--- config.mk ---
export PLATFORM = sky130hd
export DESIGN_NAME = exc_level_router
export DESIGN_NICKNAME = d
export VERILOG_FILES = /design/src/rtl/exc_router_pkg.sv /design/src/rtl/exc_route_sel.sv /design/src/rtl/exc_vec_gen.sv /design/src/rtl/exc_level_bank.sv /design/src/rtl/exc_level_router.sv
export SDC_FILE = /design/constraint.sdc
export NUM_CORES = 1
export LEC_CHECK = 0
export ABC_AREA = 1
export BUFFER_PORTS_ARGS = -buffer_cell sky130_fd_sc_hd__buf_4
export CORE_MARGIN = 1
export CORE_UTILIZATION = 58
export DETAILED_ROUTE_END_ITERATION = 8
export GPL_TIMING_DRIVEN = 0
export HOLD_SLACK_MARGIN = 0.1
export PLACE_DENSITY = 0.81
export SYNTH_ARGS = -nofsm -noshare
export SYNTH_HDL_FRONTEND = slang
export SYNTH_HIERARCHICAL = 1
export SYNTH_SLANG_ARGS = --single-unit
--- constraint.sdc ---
create_clock -name clk -period 1.3 [get_ports clk]
set_input_delay 0.195 -clock clk [delete_from_list [all_inputs] [get_ports clk]]
set_output_delay 0.195 -clock clk [all_outputs]
set_load 0.05 [all_outputs]
--- src/rtl/exc_router_pkg.sv ---
package exc_router_pkg;

   typedef enum logic [1:0] {
      EXC_SYNC = 2'd0,
      EXC_IRQ  = 2'd1,
      EXC_FIQ  = 2'd2,
      EXC_SERR = 2'd3
   } exc_class_e;

   localparam int LVL_LSB  = 2;
   localparam int LVL_W    = 2;
   localparam int MASK_LSB = 6;
   localparam int MASK_W   = 4;
   localparam int MIN_PS_W = MASK_LSB + MASK_W;

   function automatic logic [1:0] lvl_max(input logic [1:0] a, input logic [1:0] b);
      return (a > b) ? a : b;
   endfunction

   function automatic logic class_is_async(input logic [1:0] cls);
      return cls != EXC_SYNC;
   endfunction

   function automatic logic class_has_syn(input logic [1:0] cls);
      return (cls == EXC_SYNC) || (cls == EXC_SERR);
   endfunction

endpackage

--- src/rtl/exc_route_sel.sv ---
module exc_route_sel
   import exc_router_pkg::*;
#(
   parameter int HAS_L2 = 1,
   parameter int HAS_L3 = 1
) (
   input  logic [1:0] cls,
   input  logic [1:0] cur_lvl,
   input  logic       nonsec,
   input  logic [2:0] route3,
   input  logic [2:0] route2,
   output logic [1:0] tgt_lvl
);

   logic       bit3;
   logic       bit2;
   logic [1:0] routed;

   always_comb begin
      case (cls)
         EXC_IRQ:  begin bit3 = route3[0]; bit2 = route2[0]; end
         EXC_FIQ:  begin bit3 = route3[1]; bit2 = route2[1]; end
         EXC_SERR: begin bit3 = route3[2]; bit2 = route2[2]; end
         default:  begin bit3 = 1'b0;      bit2 = 1'b0;      end
      endcase
   end

   always_comb begin
      routed = cur_lvl;
      if (class_is_async(cls)) begin
         if (bit3 && (HAS_L3 != 0))
            routed = 2'd3;
         else if (bit2 && (HAS_L2 != 0) && nonsec)
            routed = 2'd2;
      end
      tgt_lvl = lvl_max(lvl_max(routed, cur_lvl), 2'd1);
   end

endmodule

--- src/rtl/exc_vec_gen.sv ---
module exc_vec_gen #(
   parameter int                ADDR_W    = 32,
   parameter logic [ADDR_W-1:0] BASE_L1   = 'h1000,
   parameter logic [ADDR_W-1:0] BASE_L2   = 'h2000,
   parameter logic [ADDR_W-1:0] BASE_L3   = 'h3000,
   parameter int unsigned       STRIDE    = 'h80,
   parameter int unsigned       LOWER_OFS = 'h200
) (
   input  logic [1:0]        cls,
   input  logic [1:0]        cur_lvl,
   input  logic [1:0]        tgt_lvl,
   output logic [ADDR_W-1:0] vec
);

   localparam logic [ADDR_W-1:0] STRIDE_V = ADDR_W'(STRIDE);
   localparam logic [ADDR_W-1:0] LOWER_V  = ADDR_W'(LOWER_OFS);

   logic [ADDR_W-1:0] base;
   logic [ADDR_W-1:0] slot;

   always_comb begin
      case (tgt_lvl)
         2'd2:    base = BASE_L2;
         2'd3:    base = BASE_L3;
         default: base = BASE_L1;
      endcase
      slot = ADDR_W'(cls) * STRIDE_V;
      vec  = base + slot + ((cur_lvl < tgt_lvl) ? LOWER_V : '0);
   end

endmodule

--- src/rtl/exc_level_bank.sv ---
module exc_level_bank #(
   parameter int ADDR_W = 32,
   parameter int PS_W   = 16,
   parameter int SYN_W  = 16
) (
   input  logic              clk,
   input  logic              rst_n,
   input  logic              wr_en,
   input  logic              syn_en,
   input  logic [PS_W-1:0]   state_in,
   input  logic [ADDR_W-1:0] pc_in,
   input  logic [SYN_W-1:0]  syn_in,
   output logic [PS_W-1:0]   state_q,
   output logic [ADDR_W-1:0] pc_q,
   output logic [SYN_W-1:0]  syn_q
);

   always_ff @(posedge clk or negedge rst_n) begin
      if (!rst_n) begin
         state_q <= '0;
         pc_q    <= '0;
      end else if (wr_en) begin
         state_q <= state_in;
         pc_q    <= pc_in;
      end
   end

   always_ff @(posedge clk or negedge rst_n) begin
      if (!rst_n)
         syn_q <= '0;
      else if (wr_en && syn_en)
         syn_q <= syn_in;
   end

endmodule

--- src/rtl/exc_level_router.sv ---
module exc_level_router
   import exc_router_pkg::*;
#(
   parameter int                ADDR_W    = 32,
   parameter int                PS_W      = 16,
   parameter int                SYN_W     = 16,
   parameter int                HAS_L2    = 1,
   parameter int                HAS_L3    = 1,
   parameter logic [ADDR_W-1:0] BASE_L1   = 'h1000,
   parameter logic [ADDR_W-1:0] BASE_L2   = 'h2000,
   parameter logic [ADDR_W-1:0] BASE_L3   = 'h3000,
   parameter int unsigned       STRIDE    = 'h80,
   parameter int unsigned       LOWER_OFS = 'h200
) (
   input  logic              clk,
   input  logic              rst_n,
   input  logic              exc_req,
   input  logic [1:0]        exc_class,
   input  logic [SYN_W-1:0]  exc_syndrome,
   input  logic [ADDR_W-1:0] ret_pc,
   input  logic              eret_req,
   input  logic [PS_W-1:0]   cur_state,
   input  logic              nonsecure,
   input  logic [2:0]        route_l3,
   input  logic [2:0]        route_l2,
   input  logic [1:0]        rd_level,
   output logic              state_load,
   output logic [PS_W-1:0]   state_next,
   output logic              pc_load,
   output logic [ADDR_W-1:0] pc_next,
   output logic [PS_W-1:0]   rd_saved_state,
   output logic [ADDR_W-1:0] rd_ret_addr,
   output logic [SYN_W-1:0]  rd_syndrome
);

   localparam int NUM_LVL = 4;
   localparam logic [PS_W-1:0] LVL_FIELD  = PS_W'({LVL_W{1'b1}}) << LVL_LSB;
   localparam logic [PS_W-1:0] MASK_FIELD = PS_W'({MASK_W{1'b1}}) << MASK_LSB;

   if (PS_W < MIN_PS_W) begin : g_bad_psw
      $error("PS_W too small for level and mask fields");
   end
   if (ADDR_W < 12) begin : g_bad_addr
      $error("ADDR_W too small for vector offsets");
   end
   if (SYN_W < 1) begin : g_bad_syn
      $error("SYN_W must be at least 1");
   end
   if ((HAS_L2 < 0) || (HAS_L2 > 1) || (HAS_L3 < 0) || (HAS_L3 > 1)) begin : g_bad_has
      $error("HAS_L2 and HAS_L3 must be 0 or 1");
   end

   logic [1:0]        cur_lvl;
   logic [1:0]        tgt_lvl;
   logic [ADDR_W-1:0] vec_addr;
   logic              do_entry;
   logic              do_return;
   logic [PS_W-1:0]   entry_state;

   logic [PS_W-1:0]   bank_state [NUM_LVL];
   logic [ADDR_W-1:0] bank_pc    [NUM_LVL];
   logic [SYN_W-1:0]  bank_syn   [NUM_LVL];

   assign cur_lvl   = cur_state[LVL_LSB +: LVL_W];
   assign do_entry  = exc_req;
   assign do_return = eret_req && !exc_req && (cur_lvl != 2'd0);

   exc_route_sel #(
      .HAS_L2 (HAS_L2),
      .HAS_L3 (HAS_L3)
   ) u_route (
      .cls     (exc_class),
      .cur_lvl (cur_lvl),
      .nonsec  (nonsecure),
      .route3  (route_l3),
      .route2  (route_l2),
      .tgt_lvl (tgt_lvl)
   );

   exc_vec_gen #(
      .ADDR_W    (ADDR_W),
      .BASE_L1   (BASE_L1),
      .BASE_L2   (BASE_L2),
      .BASE_L3   (BASE_L3),
      .STRIDE    (STRIDE),
      .LOWER_OFS (LOWER_OFS)
   ) u_vec (
      .cls     (exc_class),
      .cur_lvl (cur_lvl),
      .tgt_lvl (tgt_lvl),
      .vec     (vec_addr)
   );

   assign bank_state[0] = '0;
   assign bank_pc[0]    = '0;
   assign bank_syn[0]   = '0;

   for (genvar g = 1; g < NUM_LVL; g++) begin : g_lvl
      localparam bit PRESENT = (g == 1) || ((g == 2) && (HAS_L2 != 0)) ||
                               ((g == 3) && (HAS_L3 != 0));
      if (PRESENT) begin : g_bank
         logic wr_here;
         assign wr_here = do_entry && (tgt_lvl == 2'(g));
         exc_level_bank #(
            .ADDR_W (ADDR_W),
            .PS_W   (PS_W),
            .SYN_W  (SYN_W)
         ) u_bank (
            .clk      (clk),
            .rst_n    (rst_n),
            .wr_en    (wr_here),
            .syn_en   (class_has_syn(exc_class)),
            .state_in (cur_state),
            .pc_in    (ret_pc),
            .syn_in   (exc_syndrome),
            .state_q  (bank_state[g]),
            .pc_q     (bank_pc[g]),
            .syn_q    (bank_syn[g])
         );
      end else begin : g_absent
         assign bank_state[g] = '0;
         assign bank_pc[g]    = '0;
         assign bank_syn[g]   = '0;
      end
   end

   always_comb begin
      entry_state = cur_state & ~(LVL_FIELD | MASK_FIELD);
      entry_state = entry_state | MASK_FIELD | (PS_W'(tgt_lvl) << LVL_LSB);
   end

   always_ff @(posedge clk or negedge rst_n) begin
      if (!rst_n) begin
         state_load <= 1'b0;
         pc_load    <= 1'b0;
         state_next <= '0;
         pc_next    <= '0;
      end else begin
         state_load <= do_entry || do_return;
         pc_load    <= do_entry || do_return;
         if (do_entry) begin
            state_next <= entry_state;
            pc_next    <= vec_addr;
         end else if (do_return) begin
            state_next <= bank_state[cur_lvl];
            pc_next    <= bank_pc[cur_lvl];
         end
      end
   end

   assign rd_saved_state = bank_state[rd_level];
   assign rd_ret_addr    = bank_pc[rd_level];
   assign rd_syndrome    = bank_syn[rd_level];

endmodule

==> results of run 1 <==
cell usage after synthesis (all sizes together):
cell	instances
xnor2	1
o21ai	216
nor2	215
inv	250
nand3	103
dfrtp	241
a21oi	45
ha	5
conb	1
or2	1
buf	102
o22ai	64
clkbuf	55
nand2	630
what timing repair did:
action                                 in CTS
pin swaps                                 116
buffers inserted                          113
gates cloned                               25
hold buffers                               65
endpoints found under the hold margin     339
setup endpoints to repair                 303
resized for setup                         678
kinds of logic after synthesis:
logic type      Yosys count
xor+xnor                  1
compound gates          325
flops                   241
other cells               1
buf+inv                 407
simple gates            949
fa+ha+maj                 5
per-stage QoR:
step	hold WS (ps)	TNS, ps	area [um^2]
2_1_floorplan	-100.6	-109680	14610
3_3_place_gp	419.7	-708590	16380
3_5_place_dp	99.85	-277650	16450
4_1_cts	-453.1	-102610	21410
==> impl_metrics.yaml, run 1 <==
outcome:
  status: "did not finish"
  haltStage: "global routing (5_1_grt)"
  toolErrorMsg: "[ERROR DPL-0038] Utilization greater than 100%, impossible to legalize"
global_routing:
  grt_max_degree: 105
yosys:
  syn_inst: 1929
  synth_top_family_by_area: "simple AND/OR/NAND/NOR gates"
  yosys.area_share.simple_pct: 27.80
  synth-xor-area-share_pct: 0.06530
  synth_area_um2: 13410
  synth.area.top_cells: "dfrtp_1, nand2_1, o21ai_0"
  yosys.area.top_type: "dfrtp_1"
  ys_ff_latch: 241
  ys_seq_area_share_pct: 44.97
  synth_compound_area_share_pct: 12.89
  yosysWarnings: 6
  synth.distinct_cells: 23
  yosysTopAreaCellShare_pct: 44.97
  yosys-mux-area-fraction_pct: 0
  syn_avg_cell_area_um2: 6.953
  synth_adder_area_share_pct: 0.4665
clocking:
  cts.path.max_buffers: 3
  clockRootBuffer: "clkbuf_16"
  cts_made_buffers: 27
  cts.sinks: 241
  h-tree-depth: 1
floorplanning:
  rows: 55
  initial_utilization_pct: 59.24
  io_pins: 193
  die_x_um: 154.1
  die_h_um: 154.1
place:
  dp_cells: 2431
  gp_congestion: 0.9141
  hpwl_mm: 30.38
  portBuffers: 189
  dp_slack_ps: -1360
timing:
  endpoint_type: "register data pin"
  crit_endpoint: "g_lvl[3].g_bank.u_bank/state_q[13]$_DFFE_PN0P_/D"
==> run 2: changes to the inputs <==
--- a/config.mk
+++ b/config.mk
@@ -8,11 +8,10 @@
 export ABC_AREA = 1
 export BUFFER_PORTS_ARGS = -buffer_cell sky130_fd_sc_hd__buf_4
 export CORE_MARGIN = 1
-export CORE_UTILIZATION = 58
+export CORE_UTILIZATION = 40
 export DETAILED_ROUTE_END_ITERATION = 8
 export GPL_TIMING_DRIVEN = 0
-export HOLD_SLACK_MARGIN = 0.1
-export PLACE_DENSITY = 0.81
+export PLACE_DENSITY_LB_ADDON = 0.15
 export SYNTH_ARGS = -nofsm -noshare
 export SYNTH_HDL_FRONTEND = slang
 export SYNTH_HIERARCHICAL = 1
==> run 2 against run 1 <==
  * The flow now finishes, with violations (setup timing)
  * Synthesized cell count did not move
  * Area after synthesis is the same
==> impl_metrics.yaml, run 2 <==
final_layout:
  seqCellArea_um2: 6033
  regMostFlops: "g_lvl.g_bank.u_bank/pc_q"
  drive_gt1_share_pct: 40.08
  largest_register_ffs: 96
  final_cell_mix: "nand2_1, buf_4, dfrtp_1"
  fillers: 2698
  multi_input_area_um2: 7831
  fin_nets: 2502
  layoutNonFillerInstCount: 2883
  final_util_pct: 66.92
  syn_to_final_growth_pct: 63.59
  top_regs: "g_lvl.g_bank.u_bank/pc_q: 96 flops, g_lvl.g_bank.u_bank/state_q: 48 flops, g_lvl.g_bank.u_bank/syn_q: 48 flops"
  mostFrequentLayoutCell: "nand2_1"
routing:
  ant_nets: 0
  dr.pass1.iters: 6
  viasPerCell: 5.124
  drc: 0
  vias: 14773
  drtIter0Drc: 1261
  drt_wl_total_mm: 52.90
  wl_per_cell_um: 18.35
timing:
  final.period_utilization_pct: 146.7
  relSlewSlack_pct: 43.51
  skew_ps: 6.585
  rsz0062_at_grt: "yes"
  hold_viol_final: 0
  final-setup-viol-count: 276
  slew_viol_final: 0
  fin_crit_ps: 1907
  tightest_slew_ps: 847.4
  clock.fmax_mhz: 524.3
  setup_ws_ps: -607.4
floorplanning:
  rows: 66
  io_pins: 193
  die_h_um: 185.1
  initial_utilization_pct: 40.91
  die_x_um: 185.1
  core_area_um2: 32780
  dieArea_um2: 34270
setup_path:
  path_common_cell: "buf_12"
  worst_setup_path_start_kind: "input pin"
  cp-endpoint: "g_lvl[3].g_bank.u_bank/state_q[3]$_DFFE_PN0P_"
  reg2reg_depth: 6
  cp.buffers_inverters: 7
  worst_path_largest_cell_delay_ps: 300
  crit_cells: 20
  r2r_start: "g_lvl[2].g_bank.u_bank/state_q[8]$_DFFE_PN0P_"
  rr_endpoint: "state_next[8]$_DFFE_PN0P_"
  startpoint: "exc_class[0]"
  reg2reg_slack_ps: 80
  crit_chain: "buf_12 > clkinv_4 > nand3_2 > nand3_2 > nand2_4 > nand3_4 > ha_4 > a21oi_4 > a21oi_4 > nor2_1 > nor2_1 > nand2_4 > buf_6 > inv_4 > nor2_4 > buf_12 > buf_12 > clkbuf_16 > nand2_1 > o21ai_1"
  worstPathRequired_ps: 1730
  criticalPathCategory: "in -> reg"
  worst-path-max-fanout: 8
  cp-end-kind: "flop"
  cp_slowest_cell: "ha_4"
  cp_top_family: "buffers and inverters"
  arrival_ps: 2340
yosys:
  synth_flop_cell: "dfrtp_1"
  synth-async-reset-ratio_pct: 100.0
  yosysTopAreaCellShare_pct: 44.97
  yosys-top-cells-count: "nand2_1, inv_1, dfrtp_1"
  ys_seq_area_share_pct: 44.97
  synth.distinct_cells: 23
  ys_ff_latch: 241
  yosysWarnings: 6
  yosys.area.top_type: "dfrtp_1"
  syn_avg_cell_area_um2: 6.953
  syn_inst: 1929
  post-synth-top-count-cell: "nand2_1"
  synth_area_um2: 13410
  synth.area.top_cells: "dfrtp_1, nand2_1, o21ai_0"
  synth_edf_count: 0
place:
  hpwl_mm: 32.43
  gp_congestion: 0.8638
  portBuffers: 189
  dp_cells: 2588
run:
  cap_violations: 0
pwr:
  power_density_nw_per_um2: 1617
  power.leakage_nw: 10.74
  ir_drop_v: 0.001079
clocking:
  cts.path.max_buffers: 3
  clockRootBuffer: "clkbuf_16"
  cts.sinks: 241
  clkTransAtPathRegs_ps: 60
  clk_latency_ps: 550
  cts_tree: "built"
  cts_made_buffers: 29
  h-tree-depth: 1
global_routing:
  grtUsageTotal_pct: 30.61
  grt_pass1_vias: 14428
  antenna_found_initial: 1
  grt-ovfl-total: 0
  grt_pass1_wl_mm: 80.47
  grt_max_degree: 114
hold_path:
  hold_class: "in -> reg"
  hold_start: "exc_req"
outcome:
  status: "finished, violations left"
  violations: "setup timing"
run 2: worst min-delay path by stage:
stage	endpoint	cells past startpoint
finish	pc_next[20]$_DFFE_PN0P_	5
global route	pc_next[22]$_DFFE_PN0P_	5
CTS	pc_next[22]$_DFFE_PN0P_	5
detailed placement	pc_next[16]$_DFFE_PN0P_	1
global placement	g_lvl[1].g_bank.u_bank/pc_q[31]$_DFFE_PN0P_	3
floorplan	g_lvl[1].g_bank.u_bank/pc_q[0]$_DFFE_PN0P_	0
run 2: metal layers:
metal	track usage (%)	up-vias	share of wire, %
met5	0	-	0
met4	11.87	0	3.5
met3	4.738	128	7.2
met2	51.94	626	49
met1	39.07	7086	40
li1	-	6933	-
run 2: timing repair:
item,4_1_cts,5_1_grt
hold endpoints to repair,248,0
setup endpoints to repair,309,325
pin swaps,90,64
hold buffers,66,0
gates resized for setup,538,227
buffers inserted,118,54
gates cloned,15,5
run 2: final cells by class:
cell class / count / area share, %
Multi-Input combinational cell: 1307 / 35.69
Tap cell: 442 / 2.521
Timing Repair Buffer: 440 / 20.08
Inverter: 250 / 4.397
Sequential cell: 241 / 27.50
Antenna cell: 1 / 0.01141
Buffer: 149 / 5.669
Clock buffer: 42 / 3.849
Clock inverter: 11 / 0.2794
run 2: worst min-delay path, delay by kind of cell:
family | cells | cell delay, ps
buffers and inverters | 1 | 170
AND/OR/NAND/NOR | 4 | 240
run 2: kinds of logic after synthesis:
group           Yosys count  synth area share (%)
other cells               1               0.02796
simple gates            949                 27.80
fa+ha+maj                 5                0.4665
xor+xnor                  1               0.06532
compound gates          325                 12.89
buf+inv                 407                 13.78
flops                   241                 44.97
run 2: stage by stage:
| stage | setup WS [ps] | instance area [um^2] | TNS (ps) | hold WS [ps] | total power [W] |
|---|---|---|---|---|---|
| after floorplan | -664.8 | 14610 | -109680 | -100.6 | 0.01938 |
| after global placement | -2034 | 16580 | -745370 | 420.5 | 0.02230 |
| after detailed placement | -1399 | 16640 | -267480 | 166.1 | 0.02258 |
| after CTS | -549.4 | 20990 | -111920 | 90.07 | 0.03390 |
| after global routing | -672.0 | 21940 | -134950 | 119.0 | 0.03735 |
| final | -607.4 | 21940 | -116980 | 98.36 | 0.03549 |
run 2: where the power goes:
part           internal [W]  switching, W
sequential          0.00988       0.00199
clock               0.00448       0.00331
combinational       0.00698       0.00885
total                0.0213        0.0141
Note: power is estimated with default switching activity, not from simulation.
